===== src/rtl/cbd_pkg.sv =====
package cbd_pkg;
    localparam int RANGE_W   = 9;
    localparam int STATE_W   = 6;
    localparam int NUM_STATE = 64;
    localparam int TOP_STATE = 62;

    typedef struct packed {
        logic [STATE_W-1:0] state;
        logic               mps;
    } ctx_t;

    typedef logic [3:0][RANGE_W-1:0]        lps_row_t;
    typedef lps_row_t [NUM_STATE-1:0]       lps_tab_t;

    function automatic lps_tab_t build_lps_tab();
        lps_tab_t t;
        int p;
        int v;
        p = 16384;
        for (int s = 0; s < NUM_STATE; s++) begin
            for (int q = 0; q < 4; q++) begin
                v = (p * (288 + 64 * q)) >>> 15;
                if (v < 6) v = 6;
                t[s][q] = RANGE_W'(v);
            end
            p = (p * 62427) >>> 16;
        end
        return t;
    endfunction

    localparam lps_tab_t LPS_TAB = build_lps_tab();
endpackage


===== src/rtl/cbd_ctx_mem.sv =====
module cbd_ctx_mem #(
    parameter int DEPTH = 64,
    parameter int WIDTH = 7,
    localparam int AW   = $clog2(DEPTH)
) (
    input  logic             clk,
    input  logic             rst_n,
    input  logic             wr_en,
    input  logic [AW-1:0]    wr_addr,
    input  logic [WIDTH-1:0] wr_data,
    input  logic             rd_en,
    input  logic [AW-1:0]    rd_addr,
    output logic [WIDTH-1:0] rd_data
);
    logic [WIDTH-1:0] mem_q [DEPTH];
    logic [WIDTH-1:0] rd_q;

    always_ff @(posedge clk) begin
        if (!rst_n) begin
            for (int i = 0; i < DEPTH; i++) mem_q[i] <= '0;
            rd_q <= '0;
        end else begin
            if (wr_en) mem_q[wr_addr] <= wr_data;
            if (rd_en) rd_q <= mem_q[rd_addr];
        end
    end

    assign rd_data = rd_q;
endmodule


===== src/rtl/cbd_split.sv =====
module cbd_split
    import cbd_pkg::*;
(
    input  ctx_t               ctx_in,
    input  logic [RANGE_W-1:0] range_in,
    input  logic [RANGE_W-1:0] offset_in,
    output logic               bin_out,
    output logic [RANGE_W-1:0] range_out,
    output logic [RANGE_W-1:0] offset_out,
    output ctx_t               ctx_out
);
    logic [RANGE_W-1:0] r_lps;
    logic [RANGE_W-1:0] r_mps;
    logic [1:0]         quarter;

    always_comb begin
        quarter = range_in[7:6];
        r_lps   = LPS_TAB[ctx_in.state][quarter];
        r_mps   = range_in - r_lps;
        ctx_out = ctx_in;
        if (offset_in >= r_mps) begin
            bin_out    = ~ctx_in.mps;
            range_out  = r_lps;
            offset_out = offset_in - r_mps;
            if (ctx_in.state == '0) begin
                ctx_out.mps = ~ctx_in.mps;
            end else begin
                ctx_out.state = ctx_in.state - STATE_W'(1) - (ctx_in.state >> 2);
            end
        end else begin
            bin_out    = ctx_in.mps;
            range_out  = r_mps;
            offset_out = offset_in;
            if (ctx_in.state < STATE_W'(TOP_STATE))
                ctx_out.state = ctx_in.state + STATE_W'(1);
        end
    end
endmodule


===== src/rtl/ctx_bin_decoder.sv =====
module ctx_bin_decoder
    import cbd_pkg::*;
#(
    parameter int SE_COUNT    = 8,
    parameter int BINS_PER_SE = 8,
    localparam int SE_W       = $clog2(SE_COUNT),
    localparam int BIN_W      = $clog2(BINS_PER_SE),
    localparam int DEPTH      = SE_COUNT * BINS_PER_SE,
    localparam int AW         = $clog2(DEPTH),
    localparam int CTX_W      = STATE_W + 1
) (
    input  logic               clk,
    input  logic               rst_n,
    input  logic               req_valid,
    output logic               req_ready,
    input  logic [SE_W-1:0]    req_se,
    input  logic [BIN_W-1:0]   req_bin,
    input  logic [RANGE_W-1:0] req_range,
    input  logic [RANGE_W-1:0] req_offset,
    input  logic               out_ready,
    output logic               bin_valid,
    output logic               bin_value,
    output logic [RANGE_W-1:0] bin_range,
    output logic [RANGE_W-1:0] bin_offset
);
    typedef struct packed {
        logic               s1_valid;
        logic [AW-1:0]      s1_addr;
        logic [RANGE_W-1:0] s1_range;
        logic [RANGE_W-1:0] s1_offset;
        logic               fwd;
        ctx_t               fwd_ctx;
    } pipe_t;

    pipe_t pipe_d, pipe_q;

    logic             advance;
    logic [AW-1:0]    req_addr;
    logic [CTX_W-1:0] mem_rd;
    ctx_t             cur_ctx;
    ctx_t             upd_ctx;

    assign req_addr = AW'(req_se) * AW'(BINS_PER_SE) + AW'(req_bin);
    assign advance  = !pipe_q.s1_valid || out_ready;
    assign cur_ctx  = pipe_q.fwd ? pipe_q.fwd_ctx : ctx_t'(mem_rd);

    cbd_ctx_mem #(.DEPTH(DEPTH), .WIDTH(CTX_W)) u_mem (
        .clk     (clk),
        .rst_n   (rst_n),
        .wr_en   (pipe_q.s1_valid && advance),
        .wr_addr (pipe_q.s1_addr),
        .wr_data (CTX_W'(upd_ctx)),
        .rd_en   (advance && req_valid),
        .rd_addr (req_addr),
        .rd_data (mem_rd)
    );

    cbd_split u_split (
        .ctx_in     (cur_ctx),
        .range_in   (pipe_q.s1_range),
        .offset_in  (pipe_q.s1_offset),
        .bin_out    (bin_value),
        .range_out  (bin_range),
        .offset_out (bin_offset),
        .ctx_out    (upd_ctx)
    );

    always_comb begin
        pipe_d = pipe_q;
        if (advance) begin
            pipe_d.s1_valid  = req_valid;
            pipe_d.s1_addr   = req_addr;
            pipe_d.s1_range  = req_range;
            pipe_d.s1_offset = req_offset;
            pipe_d.fwd       = req_valid && pipe_q.s1_valid && (req_addr == pipe_q.s1_addr);
            pipe_d.fwd_ctx   = upd_ctx;
        end
    end

    always_ff @(posedge clk) begin
        if (!rst_n) pipe_q <= '0;
        else        pipe_q <= pipe_d;
    end

    assign req_ready = advance;
    assign bin_valid = pipe_q.s1_valid;
endmodule


===== config.mk =====
export PLATFORM = sky130hd
export DESIGN_NAME = ctx_bin_decoder
export DESIGN_NICKNAME = d
export VERILOG_FILES = /design/src/rtl/cbd_pkg.sv /design/src/rtl/cbd_ctx_mem.sv /design/src/rtl/cbd_split.sv /design/src/rtl/ctx_bin_decoder.sv
export SDC_FILE = /design/constraint.sdc
export NUM_CORES = 1
export LEC_CHECK = 0
export BUFFER_PORTS_ARGS = -buffer_cell sky130_fd_sc_hd__buf_4
export CAP_MARGIN = 30
export CELL_PAD_IN_SITES_DETAIL_PLACEMENT = 2
export CELL_PAD_IN_SITES_GLOBAL_PLACEMENT = 2
export CORE_AREA = 8 8 318 196
export DETAILED_ROUTE_END_ITERATION = 10
export DIE_AREA = 0 0 326 204
export GPL_ROUTABILITY_DRIVEN = 1
export PLACE_DENSITY = 0.88
export SYNTH_ARGS = -nofsm -noshare
export SYNTH_HDL_FRONTEND = slang
export SYNTH_SLANG_ARGS = --single-unit

===== constraint.sdc =====
create_clock -name clk -period 9.3 [get_ports clk]
set_clock_uncertainty 0.2 [all_clocks]
set_input_delay 1.86 -clock clk [delete_from_list [all_inputs] [get_ports clk]]
set_output_delay 1.86 -clock clk [all_outputs]
set_load 0.05 [all_outputs]

==> key figures <==
Synthesis
  – Mapped Nets: 2137
  – Synth cell types: 77
  – Synth top area cells: edfxtp_1 (54%), mux4_2 (13%), nor2_1 (5.7%)
  – EDFF count, synth: 448
  – Post-Synthesis Cells: 2067
  – Yosys top cell area share: 0.5366
  – Fraction of registers with async set/reset: 0
  – Post-synth top flop: edfxtp_1
  – Yosys reg bits: 488
  – Syn Area/Cell: 12.13 um2
  – Yosys warning count: 0
  – Syn Std Cell Area: 0.02507 mm2
  – Synth area leader: edfxtp_1
  – Sequential area share after synthesis: 0.5685

Final layout
  – Sequential Area: 0.01426 mm2
  – Final core occ: 0.4904
  – Synthesis-to-finish area growth: 13.65%
  – Area of the multi-input gates: 0.01034 mm2
  – Post-route cell area: 0.02849 mm2
  – Layout Nets: 2150
  – Share of layout cells above drive strength 1: 0.2061
  – # fillers: 5566
  – Non-filler cells, final: 2903

Global routing
  – Largest net degree at the start of global routing: 73
  – Number of global-route vias before repair: 21030
  – Total global-route track usage: 0.3113
  – First-pass GRT wire length: 154.9 mm
  – Remaining global-route overflow: 0
  – Initial antenna violation count: 6

Setup path
  – Most used cell, CP: buf_4
  – Reg-to-reg slack, setup: 0.77 ns
  – CP max FO: 8
  – Critical path's slowest cell: mux4_2
  – R2R Path End: u_mem.mem_q[18][4]
  – Crit start category: flop
  – Worst setup path endpoint: bin_offset[5]
  – Required @ worst endpoint: 7.24 ns
  – Worst Reg-to-Reg Cells: 30
  – Crit Reg-Reg Startpoint: pipe_q[7]
  – Setup crit end kind: output port
  – WP data arrival: 7.44 ns
  – Crit path launch: pipe_q[7]
  – Delay of the slowest critical-path stage: 0.56 ns
  – Setup Crit Path Kind: flop to output port

Run status
  – Run status: finished with violations
  – Failing checks: negative setup slack

Floorplan
  – Die area: 0.06650 mm2
  – Ports: 49
  – Starting density of the core: 0.4315
  – Die X-Extent: 326 um
  – Core Area: 0.05810 mm2
  – Die Y: 204 um
  – Num rows: 69

Clock tree
  – CTS max path bufs: 3
  – CTS sink count: 488
  – H-tree levels: 2
  – Hold Buf Count CTS: 0
  – Clk slew on worst S/H paths: 0.09 ns
  – CTS buffer count: 50
  – Root Buffer: clkbuf_16
  – Worst-skew pair later-pin latency: 0.62 ns
  – TritonCTS clock tree: built

STA
  – Tmin final: 9.498 ns
  – Slew margin rel.: 0.2714
  – Final Cycle Share: 1.021
  – Final hold viol count: 0
  – Setup Viol. Count Final: 18
  – Slew @ Worst Pin: 1.091 ns
  – Maximum clock frequency: 0.1053 GHz
  – Fin. max-slew vios: 0
  – Final WS setup: -0.1982 ns

Routing
  – Vias per cell: 6.922
  – DRT Wirelength: 110.1 mm
  – Routed vias: 20090
  – Antenna Violating Nets Remaining: 0
  – Drt pass-1 iters: 8
  – Starting DRC count in detailed routing: 2903
  – Avg WL per Cell: 37.93 um
  – DRC viols: 0

Job
  – MaxCap Viol Count: 0

Power
  – Pwr dens: 225.6 mW/mm2
  – Max IR drop VDD: 0.0001351 V
  – Total power draw: 0.006427 W
  – Leakage: 9.812 nW

Place
  – Dpl cells: 2780
  – Final HPWL DP: 66.06 mm
  – Placer Congestion: 0.9402
  – Port-buffer cells: 48
  – Placed instance area: 0.02617 mm2

Min path
  – Hold Path Class: flop to flop
[layer usage]
metal,up-vias,GRT usage,share of wire
met4,6,0.09415,0.046
li1,7774,-,-
met5,-,0,0.00043
met1,10490,0.4176,0.38
met2,1459,0.5063,0.47
met3,366,0.07092,0.10
[cells in the mapped netlist (4+ instances only)]
cell         n
a211oi_1    11
nor3_1     147
buf_2       65
nand3_1     24
a22oi_1      4
nor3b_1      6
mux2i_1     21
buf_1       13
nand4_1      5
buf_6       12
nand2_1    238
xor2_1       5
mux4_2     150
a31oi_1     10
a221oi_1    12
a2111oi_0    6
o311ai_0     6
xnor2_1     15
nand2b_1     9
o31ai_1      4
nor2b_1     18
o211ai_1     9
nor2_1     382
a21oi_1     89
o221ai_1     4
a311oi_1     5
nor4_1       4
o21a_1       6
o21ai_0     52
inv_1       24
edfxtp_1   448
and3b_1      4
a21o_1       6
dfxtp_1     40
and3_1       5
clkbuf_1    81
o22ai_1      6
ha_1        39
or3_1        6
and2_1       7
o2111ai_1    5
[logic make-up after synthesis]
kind of cell	count (synthesis)	synth area share
adders and majority gates	43	0.02226
AOI/OAI and AO/OA	271	0.07097
muxes	175	0.1451
xor gates and xnor gates	21	0.007636
and+or+nand+nor	870	0.1486
buffers and inverters	199	0.03693
DFF	488	0.5685
[report_power, final]
part,switching [W],internal [W]
clock network,0.000972,0.00122
logic,0.00120,0.000511
registers,0.0000572,0.00247
[worst max-delay path, delay by kind of cell (launching register included)]
kind                     cells  cell delay [ns]
adder cells (fa/ha/maj)      4             1.02
multiplexers                 3             1.02
AND/OR/NAND/NOR              5             0.89
AO/OA/AOI/OAI               10             2.36
flip-flops                   1             0.40
buffers and inverters        5             0.92
XOR/XNOR                     1             0.17
[state kept, by name, summed over array words and instances, names as in the netlist]
register,cells
pipe_q,32
u_mem.mem_q,448
bin_valid,1
u_mem.rd_data,7
[cell usage in the layout, fill, tap and decap left out, types with 16 or more instances in the layout]
cell type  count
mux4_2       150
ha_1          30
nand3_1       23
o21ai_0       48
nor2b_1       16
nor3_1       145
edfxtp_1     448
nor2_1       379
clkbuf_16     53
dfxtp_1       39
inv_1         19
a21oi_1       85
nand2_1      237
buf_4        118
[timing repair]
action / 4_1_cts / 5_1_grt
endpoints found under the setup margin: 279 / 19
resized for setup: 41 / 47
setup buffers: 8 / 18
pin swaps: 5 / 12
hold endpoints to repair: 0 / 0
cloned: 1 / 0
[worst min path at each step]
stage	from	endpoint	slack (ns)	cells after the start
2_1_floorplan	pipe_q[17]	pipe_q[17]	0.23	2
3_3_place_gp	pipe_q[17]	pipe_q[17]	0.24	2
3_5_place_dp	pipe_q[17]	pipe_q[17]	0.25	2
4_1_cts	pipe_q[17]	pipe_q[17]	0.26	2
5_1_grt	pipe_q[17]	pipe_q[17]	0.29	2
6_report	pipe_q[17]	pipe_q[17]	0.26	2
[metrics by stage]
| step | worst slack, ns | hold WS [ns] | TNS (ns) |
|---|---|---|---|
| final | -0.1982 | 0.2607 | -1.821 |
| after global routing | -0.2830 | 0.2916 | -3.985 |
| after CTS | 0.004454 | 0.2629 | 0 |
| after detailed placement | -0.3995 | 0.2542 | -3.760 |
| after global placement | 0.5636 | 0.2412 | 0 |
| after floorplan | 0.2366 | 0.2319 | 0 |
[final cells by class]
class / instances / area share
multi-input cells: 1381 / 0.3629
flip-flops and latches: 488 / 0.5004
clock buffers: 62 / 0.04843
well taps: 781 / 0.03429
clock inverters: 30 / 0.01049
inverters: 26 / 0.003952
repair buffers: 133 / 0.03943
diodes: 2 / 0.0001756
No activity file was read; power rests on OpenSTA's default activity.
